**config.mk**
```make
export PLATFORM = sky130hd
export DESIGN_NAME = speed_strap_ctrl
export DESIGN_NICKNAME = d
export VERILOG_FILES = /design/src/rtl/strap_pkg.sv /design/src/rtl/strap_reg.sv /design/src/rtl/strap_cycle_timer.sv /design/src/rtl/strap_seq_fsm.sv /design/src/rtl/strap_side_mux.sv /design/src/rtl/speed_strap_ctrl.sv
export SDC_FILE = /design/constraint.sdc
export NUM_CORES = 1
export LEC_CHECK = 0
export ABC_AREA = 1
export BUFFER_PORTS_ARGS = -buffer_cell sky130_fd_sc_hd__buf_2
export CELL_PAD_IN_SITES_DETAIL_PLACEMENT = 1
export CELL_PAD_IN_SITES_GLOBAL_PLACEMENT = 1
export CORE_MARGIN = 1.5
export CORE_UTILIZATION = 30
export DETAILED_ROUTE_END_ITERATION = 8
export GPL_ROUTABILITY_DRIVEN = 0
export PLACE_DENSITY_LB_ADDON = 0.1
export REMOVE_ABC_BUFFERS = 1
export SLEW_MARGIN = 20
export SYNTH_ARGS = -nofsm -noshare
export SYNTH_HDL_FRONTEND = slang
export SYNTH_SLANG_ARGS = --single-unit
```
**constraint.sdc**
```tcl
create_clock -name clk -period 2.9 [get_ports clk]
set_input_delay 0.58 -clock clk [delete_from_list [all_inputs] [get_ports clk]]
set_output_delay 0.58 -clock clk [all_outputs]
set_load 0.02 [all_outputs]
```
**src/rtl/strap_pkg.sv**
```systemverilog
package strap_pkg;

    typedef enum logic [1:0] {
        EXIT_LIGHT = 2'b00,
        EXIT_SUSP  = 2'b01,
        EXIT_DISK  = 2'b10,
        EXIT_MOFF  = 2'b11
    } exit_code_e;

    typedef enum logic [1:0] {
        SEL_HIGH  = 2'b00,
        SEL_STRAP = 2'b01,
        SEL_NORM  = 2'b10
    } line_sel_e;

    typedef enum logic [2:0] {
        ST_OFF      = 3'd0,
        ST_WAIT_CPU = 3'd1,
        ST_HOLD     = 3'd2,
        ST_BOOT     = 3'd3,
        ST_RUN      = 3'd4
    } seq_state_e;

endpackage

```
**src/rtl/strap_reg.sv**
```systemverilog
module strap_reg #(
    parameter int WIDTH = 4
) (
    input  logic             clk,
    input  logic             aon_rst_n,
    input  logic             pin_force,
    input  logic             fail_force,
    input  logic             wr_en,
    input  logic [WIDTH-1:0] wr_data,
    output logic [WIDTH-1:0] value_q
);
    localparam logic [WIDTH-1:0] ALL_ONES = '1;

    always_ff @(posedge clk or negedge aon_rst_n) begin
        if (!aon_rst_n)
            value_q <= ALL_ONES;
        else if (pin_force || fail_force)
            value_q <= ALL_ONES;
        else if (wr_en)
            value_q <= wr_data;
    end

    // pin override always wins
    p_force_ones_r7: assert property (@(posedge clk) disable iff (!aon_rst_n)
        pin_force |=> value_q == ALL_ONES);

    // failed boot falls back to all ones
    p_boot_fail_r8: assert property (@(posedge clk) disable iff (!aon_rst_n)
        fail_force |=> value_q == ALL_ONES);

endmodule

```
**src/rtl/strap_cycle_timer.sv**
```systemverilog
module strap_cycle_timer #(
    parameter int LIMIT = 12
) (
    input  logic clk,
    input  logic rst_n,
    input  logic run,
    output logic expired
);
    localparam int CW = $clog2(LIMIT + 1);
    localparam logic [CW-1:0] LAST = CW'(LIMIT - 1);

    logic [CW-1:0] cnt_q;

    assign expired = run && (cnt_q == LAST);

    always_ff @(posedge clk or negedge rst_n) begin
        if (!rst_n)
            cnt_q <= '0;
        else if (!run)
            cnt_q <= '0;
        else if (!expired)
            cnt_q <= cnt_q + 1'b1;
    end

    // the window counter never passes its terminal count
    p_cnt_bound_r6: assert property (@(posedge clk) disable iff (!rst_n)
        cnt_q <= LAST);

endmodule

```
**src/rtl/strap_seq_fsm.sv**
```systemverilog
module strap_seq_fsm
    import strap_pkg::*;
#(
    parameter int WIDTH = 4
) (
    input  logic             clk,
    input  logic             rst_n,
    input  logic             pwr_good,
    input  logic [1:0]       exit_state,
    input  logic             host_cpu_rst_n,
    input  logic             boot_done,
    input  logic [WIDTH-1:0] strap_q,
    input  logic             hold_done,
    input  logic             wdog_done,
    output logic             hold_run,
    output logic             wdog_run,
    output logic             boot_fail,
    output logic [WIDTH-1:0] pat_q,
    output line_sel_e        sel_q,
    output logic             plat_rst_n
);
    seq_state_e state_q, state_d;
    line_sel_e  sel_d;
    logic       capture;

    // next-state logic
    always_comb begin
        state_d   = state_q;
        boot_fail = 1'b0;
        capture   = 1'b0;
        if (!pwr_good) begin
            state_d = ST_OFF;
        end else begin
            unique case (state_q)
                ST_OFF: begin
                    capture = 1'b1;
                    if (exit_code_e'(exit_state) == EXIT_LIGHT)
                        state_d = ST_RUN;
                    else
                        state_d = ST_WAIT_CPU;
                end
                ST_WAIT_CPU: if (host_cpu_rst_n) state_d = ST_HOLD;
                ST_HOLD:     if (hold_done) state_d = ST_BOOT;
                ST_BOOT: begin
                    if (boot_done) begin
                        state_d = ST_RUN;
                    end else if (wdog_done) begin
                        state_d   = ST_RUN;
                        boot_fail = 1'b1;
                    end
                end
                ST_RUN:      state_d = ST_RUN;
                default:     state_d = ST_OFF;
            endcase
        end
    end

    // state register
    always_ff @(posedge clk or negedge rst_n) begin
        if (!rst_n) begin
            state_q <= ST_OFF;
            pat_q   <= '1;
        end else begin
            state_q <= state_d;
            if (capture)
                pat_q <= strap_q;
        end
    end

    // output decode from the next state, registered for glitch-free select
    always_comb begin
        unique case (state_d)
            ST_OFF:                sel_d = SEL_HIGH;
            ST_WAIT_CPU, ST_HOLD:  sel_d = SEL_STRAP;
            ST_BOOT, ST_RUN:       sel_d = SEL_NORM;
            default:               sel_d = SEL_HIGH;
        endcase
    end

    always_ff @(posedge clk or negedge rst_n) begin
        if (!rst_n) begin
            sel_q      <= SEL_HIGH;
            plat_rst_n <= 1'b0;
        end else begin
            sel_q      <= sel_d;
            plat_rst_n <= (state_d != ST_OFF);
        end
    end

    assign hold_run = (state_q == ST_HOLD);
    assign wdog_run = (state_q == ST_BOOT);

    // light-sleep exit goes straight to the normal sources
    p_light_no_strap_r4: assert property (@(posedge clk) disable iff (!rst_n)
        (state_q == ST_OFF && pwr_good && exit_state == 2'b00)
        |=> (sel_q == SEL_NORM && plat_rst_n));

    // platform reset is released only after power-good was present
    p_release_after_pg_r5: assert property (@(posedge clk) disable iff (!rst_n)
        $rose(plat_rst_n) |-> $past(pwr_good));

    // pattern stays selected inside the hold window
    p_hold_strap_r6: assert property (@(posedge clk) disable iff (!rst_n)
        (state_q == ST_HOLD && !hold_done && pwr_good) |=> sel_q == SEL_STRAP);

    // losing power-good reasserts the platform reset
    p_pg_drop_r10: assert property (@(posedge clk) disable iff (!rst_n)
        !pwr_good |=> !plat_rst_n);

endmodule

```
**src/rtl/strap_side_mux.sv**
```systemverilog
module strap_side_mux
    import strap_pkg::*;
#(
    parameter int WIDTH = 4
) (
    input  line_sel_e        sel,
    input  logic [WIDTH-1:0] strap_bits,
    input  logic [WIDTH-1:0] norm_bits,
    output logic [WIDTH-1:0] line_out
);
    for (genvar i = 0; i < WIDTH; i++) begin : g_line
        always_comb begin
            case (sel)
                SEL_STRAP: line_out[i] = strap_bits[i];
                SEL_NORM:  line_out[i] = norm_bits[i];
                default:   line_out[i] = 1'b1;
            endcase
        end
    end

endmodule

```
**src/rtl/speed_strap_ctrl.sv**
```systemverilog
module speed_strap_ctrl
    import strap_pkg::*;
#(
    parameter int CLK_PERIOD_PS = 10000,
    parameter int HOLD_PS       = 120000,
    parameter int WDOG_CYC      = 64
) (
    input  logic       clk,
    input  logic       rst_n,
    input  logic       aon_rst_n,
    input  logic       pwr_good,
    input  logic [1:0] exit_state,
    input  logic       host_cpu_rst_n,
    input  logic       strap_force,
    input  logic       boot_done,
    input  logic       cfg_we,
    input  logic [3:0] cfg_wdata,
    input  logic [3:0] norm_side,
    output logic       plat_rst_n,
    output logic [3:0] side_out
);
    localparam int LINES    = 4;
    localparam int HOLD_CYC = (HOLD_PS + CLK_PERIOD_PS - 1) / CLK_PERIOD_PS;

    logic [LINES-1:0] strap_q, pat_q;
    logic             hold_run, hold_done, wdog_run, wdog_done, boot_fail;
    line_sel_e        sel_q;

    strap_reg #(.WIDTH(LINES)) u_reg (
        .clk        (clk),
        .aon_rst_n  (aon_rst_n),
        .pin_force  (strap_force),
        .fail_force (boot_fail),
        .wr_en      (cfg_we),
        .wr_data    (cfg_wdata),
        .value_q    (strap_q)
    );

    strap_cycle_timer #(.LIMIT(HOLD_CYC)) u_hold (
        .clk     (clk),
        .rst_n   (rst_n),
        .run     (hold_run),
        .expired (hold_done)
    );

    strap_cycle_timer #(.LIMIT(WDOG_CYC)) u_wdog (
        .clk     (clk),
        .rst_n   (rst_n),
        .run     (wdog_run),
        .expired (wdog_done)
    );

    strap_seq_fsm #(.WIDTH(LINES)) u_fsm (
        .clk            (clk),
        .rst_n          (rst_n),
        .pwr_good       (pwr_good),
        .exit_state     (exit_state),
        .host_cpu_rst_n (host_cpu_rst_n),
        .boot_done      (boot_done),
        .strap_q        (strap_q),
        .hold_done      (hold_done),
        .wdog_done      (wdog_done),
        .hold_run       (hold_run),
        .wdog_run       (wdog_run),
        .boot_fail      (boot_fail),
        .pat_q          (pat_q),
        .sel_q          (sel_q),
        .plat_rst_n     (plat_rst_n)
    );

    strap_side_mux #(.WIDTH(LINES)) u_mux (
        .sel        (sel_q),
        .strap_bits (pat_q),
        .norm_bits  (norm_side),
        .line_out   (side_out)
    );

    // lines sit high whenever the platform is held in reset
    p_high_in_reset_r1: assert property (@(posedge clk) disable iff (!rst_n)
        !plat_rst_n |-> side_out == 4'hF);

endmodule

```
After elaboration in Yosys (flattened, before gate mapping)
Index checks and enable logic that the tools add are counted.

Latch bits: 0. Input bits: 18. Memories: 0. Bits in writable memories: 0. Register bits after elaboration: 25. ROM bits: 0.

Add/subtract/negate cells: 2. Divide/modulo/power cells: 0. Muxes and demuxes: 24. Eq/ne operators: 14. Reduce and logical (&&, ||, !) cells: 9. Shift-type cells: 0. Magnitude comparators: 0. Multiply operators: 0. Bitwise operators: 0.

Operators with widths (number): 3-bit two-way mux (6); 4-bit two-way mux (4); 3-bit case mux with 5 select lines (1); 7-bit two-way mux (2); 3-bit by 2-bit == test with 1-bit output (second input constant) (4); 1-bit case mux with 2 select lines (4); 7-bit by 1-bit adder with 7-bit output (second input constant) (1); 7-bit by 6-bit == test with 1-bit output (second input constant) (1); 3-bit by 1-bit == test with 1-bit output (second input constant) (2); 3-bit == test (second input constant) (2); 1-bit two-way mux (6); 4-bit by 1-bit adder with 4-bit output (second input constant) (1); 4-bit == test (second input constant) (1); 2-bit != test (second input constant) (2); 2-bit case mux with 2 select lines (1); 2-bit OR reduction (2); 3-bit zero test (1); 3-bit nonzero test (1); 2-bit by 1-bit == test with 1-bit output (second input constant) (1); 2-bit == test (second input constant) (1); 1-bit logical AND (2); 2-bit zero test (1); 2-bit nonzero test (1); 1-bit logical OR (1).

Longest topological paths before layout
Gate-level depths: netlist of run 1.

Word-level depth: 9. Mapped depth: 8.

Cells and area by module
From an unflattened synthesis of run 1, not the netlist that was laid out.

Cells, all modules: 174. Area, all modules: 1393.8 um^2.

Modules (own cells, without submodules): strap_seq_fsm (area an instance 533.0 um^2, instances 1, cells each 63); strap_cycle_timer at u_wdog (area an instance 397.9 um^2, instances 1, cells each 48); strap_cycle_timer at u_hold (area an instance 211.5 um^2, instances 1, cells each 28); strap_reg (area an instance 165.2 um^2, instances 1, cells each 18); strap_side_mux (area an instance 86.3 um^2, instances 1, cells each 17).

Worst setup path before layout of run 1
OpenSTA, ideal clock, no wires.

Path type: flip-flop to output port. Start point: register u_fsm.sel_q[0]. End point: output port side_out[0]. Cell stages (with the launch flop): 4. Data arrival time: 1.031 ns. Data required time: 2.320 ns. Buffers on the path: 0. Setup slack: 1.289 ns. Cell sequence: dfrtp_1 inv_1 ha_1 a221o_1.

Cells in the longest elaborated chain, start to end: 2. Elaborated cells between the ends (all ways): 3. Those cells by class: 2 x eq/ne; 1 x mux.

Ends and longest elaborated chain: start: declaration (RTL line strap_seq_fsm.sv:19) `output line_sel_e sel_q,`; start signal: assignment (RTL line strap_seq_fsm.sv:85) `sel_q <= sel_d;`; 2-bit == test or 2-bit by 1-bit == test with 1-bit output (tied branches) (RTL line strap_side_mux.sv:13) `case (sel)`; 1-bit case mux with 2 select lines (*) (RTL line strap_side_mux.sv:13); end: declaration (RTL line speed_strap_ctrl.sv:20) `output logic [3:0] side_out`.

Every way passes the cells marked *; elsewhere a longest branch is shown, timed or not.

Final worst setup path of run 1
Start point: register u_fsm.sel_q[0]. End point: output port side_out[1].

Same word-level chain as after synthesis.

==> flow_metrics.env, run 1 <==
export IMPL_start_kind="flip-flop"
export IMPL_drive_gt1_frac=0.244
export IMPL_finalSetupTns_ns=0
export IMPL_dieArea_um2=4760
export IMPL_route_vias_total=1088
export IMPL_ios=23
export IMPL_p_per_area_nw_per_um2=536
export IMPL_worstSetupEndpoint="side_out[1]"
export IMPL_clock_latency_ns=0.27
export IMPL_synth_area_per_cell_um2=8.44
export IMPL_post_cts_buffers=0
export IMPL_hold_viol=0
export IMPL_layout_setup_ws_ns=0.884
export IMPL_synth_top_area_share=0.325
export IMPL_clockBufferDepth=2
export IMPL_clk_pin_slew_ns=0.09
export IMPL_cts_root_buf="clkbuf_8"
export IMPL_min_period_ns=2.02
export IMPL_timing_rr_end="u_fsm.sel_q[1]$_DFF_PN0_"
export IMPL_cts_resized=0
export IMPL_cts_hold_buffers=0
export IMPL_final_common_cell="nand2_1"
export IMPL_crit_type="reg -> out"
export IMPL_antenna_left=0
export IMPL_crit_family="flip-flops"
export IMPL_antenna_found_initial=0
export IMPL_cp_depth=4
export IMPL_stdcell_count=230
export IMPL_place_ws_ns=1.16
export IMPL_drt_iter0_markers=25
export IMPL_grt_max_degree=22
export IMPL_p_leak_uw=0.000769
export IMPL_nets=203
export IMPL_cpMaxStageDelayCell="dfrtp_1"
export IMPL_grt_pass1_vias=1225
export IMPL_dp_cells=226
export IMPL_wl_per_cell_um=12.6
export IMPL_slew_headroom=0.663
export IMPL_ir_worst_vdd_v=0.000188
export IMPL_cts_buffers=3
export IMPL_ys_ff_latch=25
export IMPL_max_freq_mhz=496
export IMPL_rows=23
export IMPL_rsz0062_at_grt="no"
export IMPL_first_pass_iters=4
export IMPL_grtUsageTotal=0.132
export IMPL_viasPerCell=4.73
export IMPL_fill_cells=523
export IMPL_synthDistinctLibCells=24
export IMPL_worstPathRequired_ns=2.32
export IMPL_netlist_area_um2=1310
export IMPL_finClkSkew_ns=0.00327
export IMPL_synthCells=155
export IMPL_tightest_slew_ns=0.506
export IMPL_syn_to_final_growth_pct=16.2
export IMPL_wl_um=2900
export IMPL_synth_top_cell_by_area="dfrtp_1"
export IMPL_cts_sinks=25
export IMPL_die_h_um=69.0
export IMPL_path_cells="inv_1, ha_1, a221o_1, buf_2"
export IMPL_drc=0
export IMPL_worst_path_max_fanout=4
export IMPL_ff2ff_path_depth=8
export IMPL_endpoint_kind="primary output"
export IMPL_grt_overflow=0
export IMPL_setup_viol=0
export IMPL_dpl_hpwl_um=2300
export IMPL_mostFrequentLayoutCells="nand2_1 (29), inv_1 (25), buf_2 (22)"
export IMPL_hold_path_class="in -> async"
export IMPL_ys_warn_count=0
export IMPL_crit_buf_inv=2
export IMPL_portBuffers=22
export IMPL_max_stage_delay_ns=0.36
export IMPL_fp_dieW_um=69.0
export IMPL_status="complete, no violations"
export IMPL_period_share=0.695
export IMPL_initial_utilization=0.320
export IMPL_core_region_area_um2=4090
export IMPL_rr_startpoint="u_fsm.state_q[1]$_DFF_PN0_"
export IMPL_critPathLaunch="u_fsm.sel_q[0]$_DFF_PN0_"
export IMPL_cts_tree="built"
export IMPL_grt_pass1_wl_um=5170
export IMPL_max_cap_violations=0
export IMPL_seq_area_frac_synth=0.486
export IMPL_worst_ep_arrival_time_ns=1.44
export IMPL_htreeDepth=1
export IMPL_synth_area_top_cells="dfrtp_1 (33%), dfstp_2 (16%), nand2_1 (8.3%), inv_1 (7.2%), nand3_1 (4.6%)"
export IMPL_r2r_setup_slack_ns=1.39
export IMPL_diodes=0
export IMPL_slew_viol_final=0
-- metal layers --
metal,vias up,track usage,part of all wire
met5,-,0,0
met4,0,0.0523,0.017
met3,4,0.0219,0.029
met2,14,0.241,0.52
met1,516,0.152,0.44
li1,554,-,-
-- where the power goes --
group	internal (uW)	leakage, uW	switching [uW]
clock network	96.2	0.0000255	115
registers	396	0.000316	20.6
logic	70.8	0.000428	116
-- per-stage QoR --
| step | power [uW] | hold slack (ns) | utilization | instance area [um^2] |
|---|---|---|---|---|
| floorplan | 546 | 0.284 | - | 1300 |
| global placement | 606 | 0.485 | 0.360 | 1470 |
| detailed placement | 614 | 0.488 | 0.360 | 1470 |
| CTS | 828 | 0.272 | 0.372 | 1520 |
| global route | 869 | 0.267 | 0.372 | 1520 |
| finish | 815 | 0.258 | 0.372 | 1520 |
-- cells by family after synthesis --
kind of cell               after synthesis  share of synthesized area
and+or+nand+nor                         69                      0.251
xor gates and xnor gates                 3                     0.0201
DFF                                     25                      0.486
adders and majority gates                4                     0.0383
AOI/OAI and AO/OA                       27                      0.124
buffers and inverters                   27                     0.0804
-- area by class of cell --
type                       count  area (um^2)  area share
sequential                    25          636       0.418
inverter                      26         97.6      0.0643
multi-input combinational    103          567       0.373
timing repair buffer          22          110      0.0725
clock buffer                   3         41.3      0.0272
clock inverter                 1         5.00     0.00329
tap                           50         62.6      0.0412
-- how the worst min path moves through the flow --
stage,start,to,slack (ns),cells past startpoint
global route,aon_rst_n,u_reg.value_q[3]$_DFFE_PN1P_,0.27,1
finish,rst_n,u_hold.cnt_q[0]$_DFFE_PN0P_,0.26,1
CTS,aon_rst_n,u_reg.value_q[3]$_DFFE_PN1P_,0.27,1
floorplan,rst_n,u_fsm.plat_rst_n$_DFF_PN0_,0.28,0
global placement,u_fsm.pat_q[2]$_DFFE_PN1P_,u_fsm.pat_q[2]$_DFFE_PN1P_,0.49,2
detailed placement,u_fsm.pat_q[2]$_DFFE_PN1P_,u_fsm.pat_q[2]$_DFFE_PN1P_,0.49,2
-- flip-flops by register name (all words and copies together) (netlist names) --
| register | count |
|---|---|
| u_wdog.cnt_q | 7 |
| u_hold.cnt_q | 4 |
| u_fsm.pat_q | 4 |
| u_fsm.state_q | 3 |
| u_fsm.sel_q | 2 |
| u_fsm.plat_rst_n | 1 |
| u_reg.value_q | 4 |
-- worst reg2reg max path, delay by kind of cell, from the launching register on --
family | cells | cell delay (ns)
flip-flops | 1 | 0.41
AND/OR/NAND/NOR | 8 | 1.03
-- cell usage after synthesis --
cell	n
dfrtp_1	17
inv_2	1
nand4_1	2
nand2_2	2
nor2_2	3
a21o_1	1
a21oi_1	7
o21ai_1	3
nor3_1	2
ha_1	4
dfstp_2	8
a31oi_1	4
nand3_4	1
nand2_1	29
xor2_1	1
o21ai_0	8
nand3_2	2
nor2_4	1
nor2_1	15
buf_4	1
xnor2_1	2
a221o_1	4
nand3_1	12
inv_1	25
Note: power is estimated with default switching activity, not from simulation.
==> inputs of run 2 (changes only) <==
- clock period: 2.9 -> 1.7 ns (I/O delays scaled with it)
==> run 2 against run 1 <==
Compared with the run above:
- the run now ends with setup timing left
- combinational power up 110%
- register-to-register slack worse by 1.1 ns
- hold slack worse by 0.25 ns
- largest cell class unchanged
- highest routed layer unchanged
==> flow_metrics.env, run 2 (same netlist as run 1, synthesis figures left out) <==
export IMPL_max_freq_mhz=568
export IMPL_setup_viol=4
export IMPL_switching_share=0.315
export IMPL_slew_headroom=0.680
export IMPL_grtUsageTotal=0.147
export IMPL_stdcell_count=231
export IMPL_initial_utilization=0.320
export IMPL_wl_um=3290
export IMPL_p_per_area_nw_per_um2=944
export IMPL_fp_dieW_um=69.0
export IMPL_die_h_um=69.0
export IMPL_period_share=1.04
export IMPL_fill_cells=496
export IMPL_worstPathRequired_ns=1.36
export IMPL_drc=0
export IMPL_route_vias_total=1111
export IMPL_cts_root_buf="clkbuf_8"
export IMPL_p_sw_uw=469
export IMPL_worst_path_max_fanout=4
export IMPL_endpoint_kind="primary output"
export IMPL_dieArea_um2=4760
export IMPL_final_common_cell="nand2_1"
export IMPL_crit_buf_inv=2
export IMPL_wl_per_cell_um=14.2
export IMPL_worst_ep_arrival_time_ns=1.42
export IMPL_seqPwrFrac=0.487
export IMPL_pwr_share_clk=0.249
export IMPL_diodes=0
export IMPL_min_period_ns=1.76
export IMPL_portBuffers=22
export IMPL_crit_type="reg -> out"
export IMPL_viasPerCell=4.81
export IMPL_max_cap_violations=0
export IMPL_violations="setup timing"
export IMPL_grt_max_degree=22
export IMPL_hold_path_class="in -> async"
export IMPL_ios=23
export IMPL_ir_worst_vdd_v=0.000383
export IMPL_dp_cells=227
export IMPL_post_cts_buffers=0
export IMPL_finalSetupTns_ns=-0.227
export IMPL_combPwrFrac=0.264
export IMPL_antenna_found_initial=0
export IMPL_cts_sinks=25
export IMPL_p_int_uw=1020
export IMPL_htreeDepth=1
export IMPL_max_stage_delay_ns=0.44
export IMPL_rows=23
export IMPL_mostFrequentLayoutCells="nand2_1 (29), inv_1 (23), buf_2 (18)"
export IMPL_largest_reg_flops=7
export IMPL_path_cells="inv_2, ha_4, a221o_1, buf_6"
export IMPL_slew_viol_final=0
export IMPL_grt_overflow=0
export IMPL_clk_pin_slew_ns=0.10
export IMPL_drive_gt1_frac=0.271
export IMPL_syn_to_final_growth_pct=20.8
export IMPL_first_pass_iters=4
export IMPL_start_kind="flip-flop"
export IMPL_cts_tree="built"
export IMPL_nets=204
export IMPL_clock_latency_ns=0.28
export IMPL_antenna_left=0
export IMPL_hold_viol=0
export IMPL_cts_buffers=3
export IMPL_crit_family="flip-flops"
export IMPL_dpl_hpwl_um=2650
export IMPL_cpMaxStageDelayCell="dfrtp_1"
export IMPL_tightest_slew_ns=0.480
export IMPL_regMostFlops="u_wdog.cnt_q"
export IMPL_core_region_area_um2=4090
export IMPL_finClkSkew_ns=0.00815
export IMPL_rsz0062_at_grt="yes"
export IMPL_clockBufferDepth=2
export IMPL_p_leak_uw=0.000783
export IMPL_layout_setup_ws_ns=-0.0613
export IMPL_drt_iter0_markers=29
export IMPL_cts_hold_buffers=0
export IMPL_status="complete, but fails checks"
export IMPL_grt_pass1_vias=1215
export IMPL_grt_pass1_wl_um=5610
[run 2: changes by cell type in the layout (fill, tap and decap cells not counted)]
cell	before	now
buf_2	22	18
buf_4	0	1
buf_6	0	4
clkinv_2	1	0
clkinvlp_4	0	1
ha_1	4	2
ha_4	0	2
inv_1	25	23
inv_2	1	3
[run 2: stage by stage]
step | setup slack, ns | power, uW | hold slack, ns | util | cell area (um^2)
3_5_place_dp | 0.199 | 1060 | 0.335 | 0.362 | 1480
4_1_cts | -0.0669 | 1500 | 0.0233 | 0.385 | 1570
6_report | -0.0613 | 1490 | 0.00895 | 0.386 | 1580
5_1_grt | -0.125 | 1590 | 0.0110 | 0.386 | 1580
2_1_floorplan | 0.329 | 932 | 0.0444 | - | 1300
3_3_place_gp | 0.257 | 1040 | 0.328 | 0.362 | 1480
[run 2: final cells by class]
class / instances / area (um^2) / share of cell area
timing repair buffer: 23 / 143 / 0.0903
clock buffer: 3 / 41.3 / 0.0261
multi-input combinational: 103 / 592 / 0.375
sequential: 25 / 636 / 0.403
clock inverter: 1 / 7.51 / 0.00475
tap: 50 / 62.6 / 0.0396
inverter: 26 / 97.6 / 0.0618
[run 2: per-layer routing]
metal	up-vias	track usage	part of all wire
li1	556	-	-
met5	-	0	0
met4	0	0.0588	0.022
met1	529	0.176	0.43
met2	18	0.263	0.52
met3	8	0.0234	0.021
[run 2: power by group through the flow]
stage               sequential, uW  combinational (uW)  clock, uW
global placement               723                 312          0
finish                         726                 394        371
CTS                            724                 388        387
detailed placement             728                 332          0
global route                   733                 441        412
floorplan                      713                 218          0
[run 2: worst paths after layout]
check / from / endpoint / slack [ns] / cells past startpoint
setup / recovery: u_fsm.sel_q[0]$_DFF_PN0_ / side_out[0] / -0.06 / 4
hold / removal: rst_n / u_fsm.sel_q[0]$_DFF_PN0_ / 0.009 / 1
setup reg to reg: u_wdog.cnt_q[0]$_DFFE_PN0P_ / u_fsm.sel_q[1]$_DFF_PN0_ / 0.25 / 8
hold reg to reg: u_fsm.pat_q[3]$_DFFE_PN1P_ / u_fsm.pat_q[3]$_DFFE_PN1P_ / 0.51 / 2
max in group asynchronous: rst_n / u_fsm.pat_q[2]$_DFFE_PN1P_ / 1.33 / 1
min in group clk: cfg_wdata[0] / u_reg.value_q[0]$_DFFE_PN1P_ / 0.28 / 3
[run 2: worst register-to-register path, stage by stage (launching register included)]
cell	delay (ns)
dfrtp_1	0.42
ha_1	0.23
nand2_1	0.08
nor2_2	0.17
nand2_2	0.14
nand3_4	0.10
nand2_1	0.06
nand2_1	0.07
nand2_1	0.06
[run 2: repair_timing]
item                                    in CTS  in global routing
endpoints found under the setup margin       4                  4
resized for setup                           11                  2
pin swaps                                    3                  0
==> inputs of run 3 (changes only) <==
- clock period: 1.7 -> 2 ns (I/O delays scaled with it)
==> run 3 against run 2 <==
Compared with the run above:
- the run now ends clean
- critical endpoint is now side_out[1]
- sequential power is 17% lower
- non-clock buffer count stayed put
- sequential share of layout area is 1.4 points higher
- total power is 21% lower
- sequential cell count stayed put
- clock power is 18% lower
- combinational power is 30% lower
- largest power group unchanged
- die area stayed put
- global-route usage is 1.1 points lower
- setup slack better by 0.22 ns
- clock skew is 0.0017 ns lower
- final cell count stayed put
==> flow_metrics.env, run 3 (same netlist as run 1, synthesis figures left out) <==
export IMPL_dp_cells=227
export IMPL_wl_per_cell_um=13.2
export IMPL_multi_input_area_um2=567
export IMPL_portBuffers=22
export IMPL_mostFrequentLayoutCells="nand2_1 (29), inv_1 (25), buf_2 (22)"
export IMPL_p_per_area_nw_per_um2=776
export IMPL_cts_tree="built"
export IMPL_fill_cells=493
export IMPL_antenna_left=0
export IMPL_finClkSkew_ns=0.00649
export IMPL_post_cts_buffers=0
export IMPL_largest_reg_flops=7
export IMPL_clk_pin_slew_ns=0.09
export IMPL_antenna_found_initial=0
export IMPL_rows=23
export IMPL_route_vias_total=1083
export IMPL_syn_to_final_growth_pct=16.7
export IMPL_initial_utilization=0.320
export IMPL_postLayoutCellArea_um2=1530
export IMPL_drive_gt1_frac=0.243
export IMPL_slew_headroom=0.669
export IMPL_die_h_um=69.0
export IMPL_rsz0062_at_grt="no"
export IMPL_max_cap_violations=0
export IMPL_setup_viol=0
export IMPL_cts_sinks=25
export IMPL_cts_resized=0
export IMPL_diodes=0
export IMPL_cts_buffers=3
export IMPL_grt_pass1_wl_um=5330
export IMPL_start_kind="flip-flop"
export IMPL_met3_length_um=97
export IMPL_worst_ep_arrival_time_ns=1.44
export IMPL_tightest_slew_ns=0.496
export IMPL_critPathLaunch="u_fsm.sel_q[0]$_DFF_PN0_"
export IMPL_worst_path_max_fanout=4
export IMPL_fp_dieW_um=69.0
export IMPL_grt_pass1_vias=1200
export IMPL_regMostFlops="u_wdog.cnt_q"
export IMPL_final_common_cell="nand2_1"
export IMPL_hold_viol=0
export IMPL_dr_wl_met2_um=1590
export IMPL_htreeDepth=1
export IMPL_wl_um=3040
export IMPL_maxUsedRoutingLayer="met4"
export IMPL_finalSetupTns_ns=0
export IMPL_dieArea_um2=4760
export IMPL_period_share=0.921
export IMPL_nets=204
export IMPL_crit_type="reg -> out"
export IMPL_dpl_hpwl_um=2410
export IMPL_stdcell_count=231
export IMPL_first_pass_iters=4
export IMPL_p_leak_uw=0.000772
export IMPL_status="complete, no violations"
export IMPL_ir_worst_vdd_v=0.000269
export IMPL_rr_startpoint="u_hold.cnt_q[0]$_DFFE_PN0P_"
export IMPL_place_area_um2=1480
export IMPL_cts_hold_buffers=0
export IMPL_core_region_area_um2=4090
export IMPL_worstPathRequired_ns=1.60
export IMPL_drt_iter0_markers=15
export IMPL_grt_max_degree=22
export IMPL_drt_met1_wl_um=1300
export IMPL_viasPerCell=4.69
export IMPL_clock_latency_ns=0.27
export IMPL_ios=23
export IMPL_drc=0
export IMPL_cts_root_buf="clkbuf_8"
export IMPL_slew_viol_final=0
export IMPL_clockBufferDepth=2
export IMPL_grtUsageTotal=0.136
export IMPL_grt_overflow=0
export IMPL_min_period_ns=1.84
export IMPL_max_freq_mhz=543
export IMPL_endpoint_kind="primary output"
export IMPL_seq_area_um2=636
export IMPL_hold_path_class="in -> async"
[run 3: critical path: stages (launching register included)]
cell and delay [ns]:
dfrtp_1 0.36, inv_1 0.05, ha_1 0.33, a221o_1 0.27, buf_2 0.16
[run 3: where the power goes]
group          switching, uW  internal (uW)  total, uW
registers               29.7            574        604
clock network            164            143        306
logic                    171            104        274
total                    364            820       1180
[run 3: worst paths after layout]
kind,end,slack (ns),cells after the start
max in group asynchronous,u_fsm.pat_q[0]$_DFFE_PN1P_,1.56,1
max reg2reg,u_fsm.sel_q[1]$_DFF_PN0_,0.55,7
min reg2reg,u_fsm.pat_q[1]$_DFFE_PN1P_,0.50,2
max,side_out[1],0.16,4
min,u_hold.cnt_q[0]$_DFFE_PN0P_,0.08,1
min in group clk,u_reg.value_q[0]$_DFFE_PN1P_,0.35,3
[run 3: area by class of cell]
cell class                      count  area share
Multi-Input combinational cell    103       0.372
Tap cell                           50      0.0410
Clock buffer                        4      0.0295
Inverter                           26      0.0640
Sequential cell                    25       0.417
Timing Repair Buffer               23      0.0771
[run 3: metal layers]
layer | track usage | vias up
met5 | 0 | -
met1 | 0.157 | 508
met2 | 0.246 | 14
met3 | 0.0278 | 4
met4 | 0.0523 | 0
li1 | - | 557
[run 3: through the flow]
| stage | worst slack, ns | total power [uW] | utilization | hold slack (ns) |
|---|---|---|---|---|
| final | 0.158 | 1180 | 0.373 | 0.0794 |
| after global routing | 0.0686 | 1260 | 0.373 | 0.0969 |
| after detailed placement | 0.449 | 894 | 0.362 | 0.395 |
| after global placement | 0.496 | 879 | 0.362 | 0.389 |
| after CTS | 0.136 | 1200 | 0.373 | 0.0926 |
| after floorplan | 0.569 | 792 | - | 0.104 |
